`src/rtl/cfgser_pkg.sv`:
```
package cfgser_pkg;

   localparam int BYTE_W = 8;

   typedef enum logic [2:0] {
      S_IDLE,
      S_PROG,
      S_REL,
      S_CHECK,
      S_BLO,
      S_BHI,
      S_DWAIT
   } cfg_state_t;

   typedef enum logic [2:0] {
      RES_NONE          = 3'd0,
      RES_OK            = 3'd1,
      RES_ACK_TIMEOUT   = 3'd2,
      RES_REL_TIMEOUT   = 3'd3,
      RES_IMAGE_ERR     = 3'd4,
      RES_CPL_TIMEOUT   = 3'd5
   } cfg_result_t;

endpackage

```
`src/rtl/cfgser_sync.sv`:
```
module cfgser_sync #(
   parameter int               WIDTH   = 2,
   parameter int               STAGES  = 2,
   parameter logic [WIDTH-1:0] RST_VAL = '0
) (
   input  logic             clk,
   input  logic             rst_n,
   input  logic [WIDTH-1:0] d,
   output logic [WIDTH-1:0] q
);

   if (STAGES < 2) begin : g_bad_stages
      $error("cfgser_sync: STAGES must be at least 2");
   end
   if (WIDTH < 1) begin : g_bad_width
      $error("cfgser_sync: WIDTH must be at least 1");
   end

   for (genvar g = 0; g < WIDTH; g++) begin : g_bit
      logic [STAGES-1:0] chain;
      always_ff @(posedge clk or negedge rst_n) begin
         if (!rst_n) chain <= {STAGES{RST_VAL[g]}};
         else        chain <= {chain[STAGES-2:0], d[g]};
      end
      assign q[g] = chain[STAGES-1];
   end

endmodule

```
`src/rtl/cfgser_count.sv`:
```
module cfgser_count #(
   parameter int LIMIT = 4
) (
   input  logic clk,
   input  logic rst_n,
   input  logic clr,
   output logic hit
);

   localparam int W = (LIMIT > 1) ? $clog2(LIMIT) : 1;

   if (LIMIT < 1) begin : g_bad_limit
      $error("cfgser_count: LIMIT must be at least 1");
   end

   if (LIMIT == 1) begin : g_single
      assign hit = 1'b1;
   end else begin : g_counter
      logic [W-1:0] cnt;
      always_ff @(posedge clk or negedge rst_n) begin
         if (!rst_n)    cnt <= '0;
         else if (clr)  cnt <= '0;
         else if (!hit) cnt <= cnt + 1'b1;
      end
      assign hit = (cnt == W'(LIMIT - 1));
   end

endmodule

```
`src/rtl/cfgser_loader.sv`:
```
module cfgser_loader
   import cfgser_pkg::*;
#(
   parameter int CNT_W       = 16,
   parameter int DIV         = 4,
   parameter int TMO_CYC     = 500_000,
   parameter int SYNC_STAGES = 2
) (
   input  logic              clk,
   input  logic              rst_n,
   input  logic              start,
   input  logic [CNT_W-1:0]  byte_count,
   input  logic              s_valid,
   input  logic [BYTE_W-1:0] s_data,
   output logic              s_ready,
   output logic              cfg_clear_n,
   output logic              cfg_sclk,
   output logic              cfg_sdata,
   input  logic              cfg_stat_n,
   input  logic              cfg_complete,
   output logic              busy,
   output logic [2:0]        status
);

   localparam int BIT_W = $clog2(BYTE_W);

   if (CNT_W < 1) begin : g_bad_cnt
      $error("cfgser_loader: CNT_W must be at least 1");
   end
   if (DIV < 1) begin : g_bad_div
      $error("cfgser_loader: DIV must be at least 1");
   end
   if (TMO_CYC < 2) begin : g_bad_tmo
      $error("cfgser_loader: TMO_CYC must be at least 2");
   end

   cfg_state_t        st, st_nxt;
   cfg_result_t       res_q, res_nxt;
   logic [CNT_W-1:0]  rem_q;
   logic [BYTE_W-1:0] sh_q;
   logic [BIT_W-1:0]  idx_q;
   logic              dw_clk_q;

   logic stat_n_s, complete_s, stat_act, err_seen;
   logic ph_hit, tmo_hit, ph_clr, tmo_clr, take;

   // device inputs are asynchronous to clk
   cfgser_sync #(
      .WIDTH   (2),
      .STAGES  (SYNC_STAGES),
      .RST_VAL (2'b01)
   ) u_sync (
      .clk   (clk),
      .rst_n (rst_n),
      .d     ({cfg_complete, cfg_stat_n}),
      .q     ({complete_s, stat_n_s})
   );

   assign stat_act = ~stat_n_s;
   assign err_seen = stat_act & ~complete_s;

   // phase timer: one serial clock half-period
   cfgser_count #(.LIMIT(DIV)) u_phase (
      .clk   (clk),
      .rst_n (rst_n),
      .clr   (ph_clr),
      .hit   (ph_hit)
   );

   // wait timer: restarts on every state change
   cfgser_count #(.LIMIT(TMO_CYC)) u_wait (
      .clk   (clk),
      .rst_n (rst_n),
      .clr   (tmo_clr),
      .hit   (tmo_hit)
   );

   assign s_ready = (st == S_CHECK) && !err_seen && (rem_q != '0);
   assign take    = s_ready && s_valid;

   always_comb begin
      st_nxt  = st;
      res_nxt = res_q;
      unique case (st)
         S_IDLE: begin
            if (start) begin
               st_nxt  = S_PROG;
               res_nxt = RES_NONE;
            end
         end
         S_PROG: begin
            if (stat_act) begin
               st_nxt = S_REL;
            end else if (tmo_hit) begin
               st_nxt  = S_IDLE;
               res_nxt = RES_ACK_TIMEOUT;
            end
         end
         S_REL: begin
            if (!stat_act) begin
               st_nxt = S_CHECK;
            end else if (tmo_hit) begin
               st_nxt  = S_IDLE;
               res_nxt = RES_REL_TIMEOUT;
            end
         end
         S_CHECK: begin
            if (err_seen) begin
               st_nxt  = S_IDLE;
               res_nxt = RES_IMAGE_ERR;
            end else if (rem_q == '0) begin
               st_nxt = S_DWAIT;
            end else if (s_valid) begin
               st_nxt = S_BLO;
            end
         end
         S_BLO: begin
            if (ph_hit) st_nxt = S_BHI;
         end
         S_BHI: begin
            if (ph_hit) st_nxt = (idx_q == '0) ? S_CHECK : S_BLO;
         end
         S_DWAIT: begin
            if (complete_s) begin
               st_nxt  = S_IDLE;
               res_nxt = RES_OK;
            end else if (tmo_hit) begin
               st_nxt  = S_IDLE;
               res_nxt = RES_CPL_TIMEOUT;
            end
         end
         default: st_nxt = S_IDLE;
      endcase
   end

   assign ph_clr  = ph_hit || (st_nxt != st);
   assign tmo_clr = (st_nxt != st);

   always_ff @(posedge clk or negedge rst_n) begin
      if (!rst_n) begin
         st       <= S_IDLE;
         res_q    <= RES_NONE;
         rem_q    <= '0;
         sh_q     <= '0;
         idx_q    <= '0;
         dw_clk_q <= 1'b0;
      end else begin
         st    <= st_nxt;
         res_q <= res_nxt;
         if (st == S_IDLE && start) rem_q <= byte_count;
         if (take) begin
            rem_q <= rem_q - 1'b1;
            sh_q  <= s_data;
            idx_q <= '1;
         end
         if (st == S_BHI && ph_hit && idx_q != '0) begin
            sh_q  <= {sh_q[BYTE_W-2:0], 1'b0};
            idx_q <= idx_q - 1'b1;
         end
         if (st != S_DWAIT)  dw_clk_q <= 1'b0;
         else if (ph_hit)    dw_clk_q <= ~dw_clk_q;
      end
   end

   assign busy        = (st != S_IDLE);
   assign status      = res_q;
   assign cfg_clear_n = (st != S_PROG);
   assign cfg_sclk    = (st == S_BHI) || (st == S_DWAIT && dw_clk_q);
   assign cfg_sdata   = (st == S_BLO || st == S_BHI) ? sh_q[BYTE_W-1] : 1'b1;

   // data is never changed while the serial clock is high
   p_sdata_hold_r4: assert property (@(posedge clk) disable iff (!rst_n)
      (cfg_sclk && $past(cfg_sclk)) |-> $stable(cfg_sdata));

   // stream bytes are only accepted inside a load
   p_ready_in_load_r5: assert property (@(posedge clk) disable iff (!rst_n)
      s_ready |-> busy);

   // clear request only during a load
   p_clear_in_load_r2: assert property (@(posedge clk) disable iff (!rst_n)
      !cfg_clear_n |-> busy);

   // every finished load leaves a result code
   p_result_at_end_r7: assert property (@(posedge clk) disable iff (!rst_n)
      $fell(busy) |-> (status != 3'd0));

   // result is frozen while a load runs, whatever start does
   p_status_frozen_r9: assert property (@(posedge clk) disable iff (!rst_n)
      (busy && $past(busy)) |-> $stable(status));

   // after an error result nothing more is taken
   p_no_take_after_err_r6: assert property (@(posedge clk) disable iff (!rst_n)
      (status == 3'd4) |-> !s_ready);

endmodule

```
`config.mk`:
```
export PLATFORM = sky130hd
export DESIGN_NAME = cfgser_loader
export DESIGN_NICKNAME = d
export VERILOG_FILES = /design/src/rtl/cfgser_pkg.sv /design/src/rtl/cfgser_sync.sv /design/src/rtl/cfgser_count.sv /design/src/rtl/cfgser_loader.sv
export SDC_FILE = /design/constraint.sdc
export NUM_CORES = 1
export LEC_CHECK = 0
export BUFFER_PORTS_ARGS = -buffer_cell sky130_fd_sc_hd__buf_2
export CORE_MARGIN = 3
export CORE_UTILIZATION = 47
export DETAILED_ROUTE_END_ITERATION = 7
export PLACE_DENSITY = 0.66
export SYNTH_ARGS = -nofsm -noshare
export SYNTH_HDL_FRONTEND = slang
export SYNTH_SLANG_ARGS = --single-unit
```
`constraint.sdc`:
```
create_clock -name clk -period 3 [get_ports clk]
set_clock_uncertainty 0.1 [all_clocks]
set_input_delay 0.75 -clock clk [delete_from_list [all_inputs] [get_ports clk]]
set_output_delay 0.75 -clock clk [all_outputs]
set_load 0.005 [all_outputs]
```
* Word-level counts from Yosys, hierarchy flattened
Cells that the tools add are included.
** Word-level totals
- Bits in registers :: 59
- Input bits :: 30
- Output and inout port bits :: 8
- Word-level logic and storage cells :: 94
** Operators by class
- $add $sub $neg :: 4
- Equal/unequal tests :: 20
- Muxes and demuxes :: 34
- Bitwise gates (word level) :: 4
- Reductions and logical operators :: 22
** Operators with widths (number)
- 3-bit two-way mux :: 21
- 19-bit two-way mux :: 2
- 16-bit two-way mux :: 2
- 3-bit one-hot mux with 7 select lines :: 1
- 19-bit by 1-bit adder with 19-bit output, second input constant :: 1
- 19-bit == test, second input constant :: 1
- 16-bit logical NOT :: 1
- 8-bit two-way mux :: 2
- 16-bit nonzero test :: 1
- 16-bit by 1-bit subtractor with 16-bit output, second input constant :: 1
- 3-bit one-hot mux with 5 select lines :: 1
- 2-bit inequality test, second input constant :: 5
- 3-bit == test, second input constant :: 3
- 8-bit AND reduction :: 1
- 1-bit logical AND :: 7
- 3-bit by 2-bit == test with 1-bit output, second input constant :: 2
- 3-bit logical NOT :: 2
- 2-bit by 1-bit inequality test with 1-bit output, second input constant :: 3
- 2-bit nonzero test :: 3
- 3-bit nonzero test :: 2
- 5-bit nonzero test :: 1
- 2-bit two-way mux :: 2
- 3-bit by 1-bit == test with 1-bit output, second input constant :: 1
- 1-bit logical OR :: 3
- 11 further kinds :: 15

* Depth between registers and ports, before layout
- Depth after elaboration :: 8
- Depth in mapped cells :: 9
- Mapped depth without buffers :: 7

* Cells and area by module
Synthesis repeated with hierarchy kept, for this count alone.
** Second synthesis, totals
- Cell total of the unflattened synthesis :: 363
- Area, all modules :: 3363.2 um^2
** By module, submodules not included
- cfgser_loader :: times used 1, cells an instance 244, area an instance 2137.0 um^2
- cfgser_count at u_wait :: times used 1, cells an instance 106, area an instance 1019.7 um^2
- cfgser_sync :: times used 1, cells an instance 6, area an instance 117.6 um^2
- cfgser_count at u_phase :: times used 1, cells an instance 7, area an instance 88.8 um^2

* Worst setup path after synthesis
Ideal clock, no wire load.
- Kind :: register to output
- Start :: register rem_q[0]
- End :: output port s_ready
- Data arrival time :: 1.337 ns
- Required time :: 2.150 ns
- Setup slack :: 0.813 ns
- Stages on the path, launching flop included :: 7
- Buffers on the path :: 1
- Cell sequence :: dfrtp_1 > inv_1 > ha_1 > nor4b_1 > and4_1 > buf_2 > nor2_1
** On the way
- Cells in the longest elaborated chain, start to end :: 2
** Ends and longest elaborated chain
- start, declared :: line cfgser_loader.sv:39 : logic [CNT_W-1:0] rem_q;
- start signal, assigned :: line cfgser_loader.sv:150 : if (st == S_IDLE && start) rem_q <= byte_count;
- start signal, assigned :: line cfgser_loader.sv:152 : rem_q <= rem_q - 1'b1;
- 16-bit nonzero test :: line cfgser_loader.sv:78 : assign s_ready = (st == S_CHECK) && !err_seen && (rem_q != '0);
- 1-bit logical AND :: line cfgser_loader.sv:78
- end, declared :: line cfgser_loader.sv:15 : output logic s_ready,
No other way between the ends.

* Worst setup path after layout
Same ends and word-level chain as after synthesis.

==> run metrics <==
Syn Std Cell Area 3310 um2; full die area 8080 um2; GRT overflow 0; peak supply drop 0.000355 V; core area 6570 um2; CTS clk-pin slew, worst paths 0.07 ns; post-cts resize count 0; Syn-to-layout area delta 14.3%; most common cell after layout, fill and taps aside dfrtp_1; Clock Latency Late Sink 0.33 ns; fmax 363 MHz; Cells after Synth 340; status complete, no violations; fin crit share 91.9%; CTS buffer count 9; first-pass GRT wire length 12700 um; initial antenna violation count 0; Buf+Inv Stages, Crit Path 2; clk buf depth 2; Yosys cell types 60; EDFF count, synth 0; Antenna Violating Nets Remaining 0; Final Non-Filler Cells 479; diodes inserted 0; fin area 3780 um2; cell breakdown of the critical path inv_1, ha_1, nor4b_2, and4_1, nor2_1, buf_2; Nets 416; Port Buffers 37; die height 89.9 um; post-CTS setup buffer count 0; Max Slew Vio Count 0; DP Wirelength 5170 um; P per Cell Area 835 nW/um2; drt drc 0; post-route setup TNS 0 ns; violation count after the first detailed-route iteration 116; WL/cell 15.0 um; Global Route Usage Sum 18.8%; post-cts hold buffer count 0; Post-synth top flop dfrtp_1; most frequent cells in the layout dfrtp_1, buf_2, nand2_1, nor3_1, nor2_1; vias in the first global route 2682; H-tree Lvls 3; Fin. Hold Viols 0; Syn Nets 375; Largest stage delay, worst path 0.40 ns; crit path DAT 1.91 ns; HP Class register to register; RSZ-0062 raised after global routing no; total of max-cap violations 0; die width 89.9 um; Initial Util 50.3%; Crit Path Max Fanout 7; io pins 38; largest net degree at the start of global routing 23; setup violators final 0; Detailed Route WL 7180 um; fraction of layout cells with a size suffix above 1 20.5%; sequential element share of the synthesized area 44.7%; Leakage 1.62 nW; CTS root buf clkbuf_8; CTS tree built; Worst Tran Pin Value 0.590 ns; CP endpoint kind output pin; clock sinks 59; crit start category register; Via density 5.68; Top delay family on crit path simple AND/OR/NAND/NOR gates; ys async rst share 100%; Slew HR 60.4%; routability cong. 0.912; Setup CP Type register to output pin; Period minus WS final 2.76 ns; DR vias 2723; Inst Count DP 463; Worst Path Required 2.15 ns; Rows 29; Synth Register Bits 59; Initial DRT Pass Iterations 4; area post-placement 3590 um2; Critical-path top delay cell and4_1; synth warn 0; Mean Syn Cell Area 9.72 um2
[path summary, 6_finish.rpt]
kind | start | to | slack (ns) | cells after the start
max | rem_q[0]$_DFFE_PN0P_ | s_ready | 0.24 | 6
min | u_sync.g_bit[1].chain[0]$_DFF_PN0_ | u_sync.g_bit[1].chain[1]$_DFF_PN0_ | 0.25 | 0
max reg2reg | rem_q[0]$_DFFE_PN0P_ | idx_q[0]$_DFFE_PN0P_ | 0.63 | 7
min reg2reg | u_sync.g_bit[1].chain[0]$_DFF_PN0_ | u_sync.g_bit[1].chain[1]$_DFF_PN0_ | 0.25 | 0
max in group asynchronous | rst_n | u_sync.g_bit[0].chain[0]$_DFF_PN1_ | 1.81 | 2
min in group asynchronous | rst_n | status[0]$_DFFE_PN0P_ | 0.27 | 1
[through the flow]
| stage | hold slack [ns] | total power [W] | util [%] | setup WS [ns] |
|---|---|---|---|---|
| after floorplan | 0.231 | 0.00218 | - | 0.813 |
| after global placement | 0.232 | 0.00246 | 54.6 | 0.540 |
| after detailed placement | 0.241 | 0.00249 | 54.6 | 0.493 |
| after CTS | 0.256 | 0.00316 | 57.4 | 0.126 |
| after global routing | 0.258 | 0.00340 | 57.5 | 0.0519 |
| final | 0.254 | 0.00315 | 57.5 | 0.244 |
[worst register-to-register path, delay by kind of cell, from the launching register on]
family / cells / cell delay [ns]
fa+ha+maj: 1 / 0.20
buf+inv: 1 / 0.09
simple gates: 4 / 1.32
flops: 1 / 0.37
mux: 1 / 0.14
[synth_stat cells, types with 3 or more instances]
library cell / count / area [um2]
xor2_1: 5 / 43.8
o211ai_1: 7 / 52.6
nor2b_1: 5 / 31.3
mux2_2: 3 / 33.8
xnor2_1: 13 / 114
a22o_1: 7 / 61.3
ha_1: 5 / 62.6
nor4b_1: 3 / 26.3
nor3_1: 29 / 145
a31oi_1: 5 / 31.3
nand3_1: 16 / 80.1
buf_2: 6 / 30.0
o21ai_0: 3 / 15.0
a21oi_1: 11 / 55.1
nand2_1: 29 / 109
nand4_1: 7 / 43.8
nor4_2: 3 / 37.5
o22ai_1: 6 / 37.5
or3_1: 3 / 18.8
and4_1: 3 / 26.3
mux2i_1: 3 / 30.0
nor4_1: 7 / 43.8
inv_1: 16 / 60.1
nand2b_1: 7 / 43.8
dfrtp_1: 57 / 1430
a21o_1: 8 / 60.1
o311ai_0: 4 / 35.0
clkbuf_1: 7 / 26.3
nor2_1: 18 / 67.6
and3_1: 6 / 37.5
[flip-flops by register name, indices dropped and copies added, names as in the netlist]
name	cells
u_wait.g_counter.cnt	19
rem_q	16
sh_q	8
u_sync.g_bit.chain	4
idx_q	3
st	3
status	3
u_phase.g_counter.cnt	2
dw_clk_q	1
[logic make-up after synthesis]
logic type	synth area share (%)
buf+inv	4.43
simple gates	25.7
mux	1.93
flops	44.7
fa+ha+maj	1.89
compound gates	16.5
xor+xnor	4.77
[power by group]
part / switching, W / internal, W / total (W)
clock network: 0.000295 / 0.000365 / 0.000661
logic: 0.000689 / 0.000516 / 0.00120
registers: 0.000268 / 0.00102 / 0.00129
total: 0.00125 / 0.00190 / 0.00315
[area by class of cell]
| class | instances | area, um2 |
|---|---|---|
| clock buffers | 14 | 173 |
| clock inverters | 2 | 10.0 |
| fillers | 580 | 2790 |
| inverters | 16 | 60.1 |
| multi-input cells | 249 | 1690 |
| flip-flops and latches | 59 | 1480 |
| well taps | 93 | 116 |
| repair buffers | 46 | 253 |
[metal layers]
metal	part of all wire, %	vias to the layer above	GRT usage, %
li1	-	1347	-
met1	48	1311	25.7
met2	47	54	30.0
met3	3.5	11	3.26
met4	1.3	0	7.02
met5	0	-	0
No activity file was read; power rests on OpenSTA's default activity.
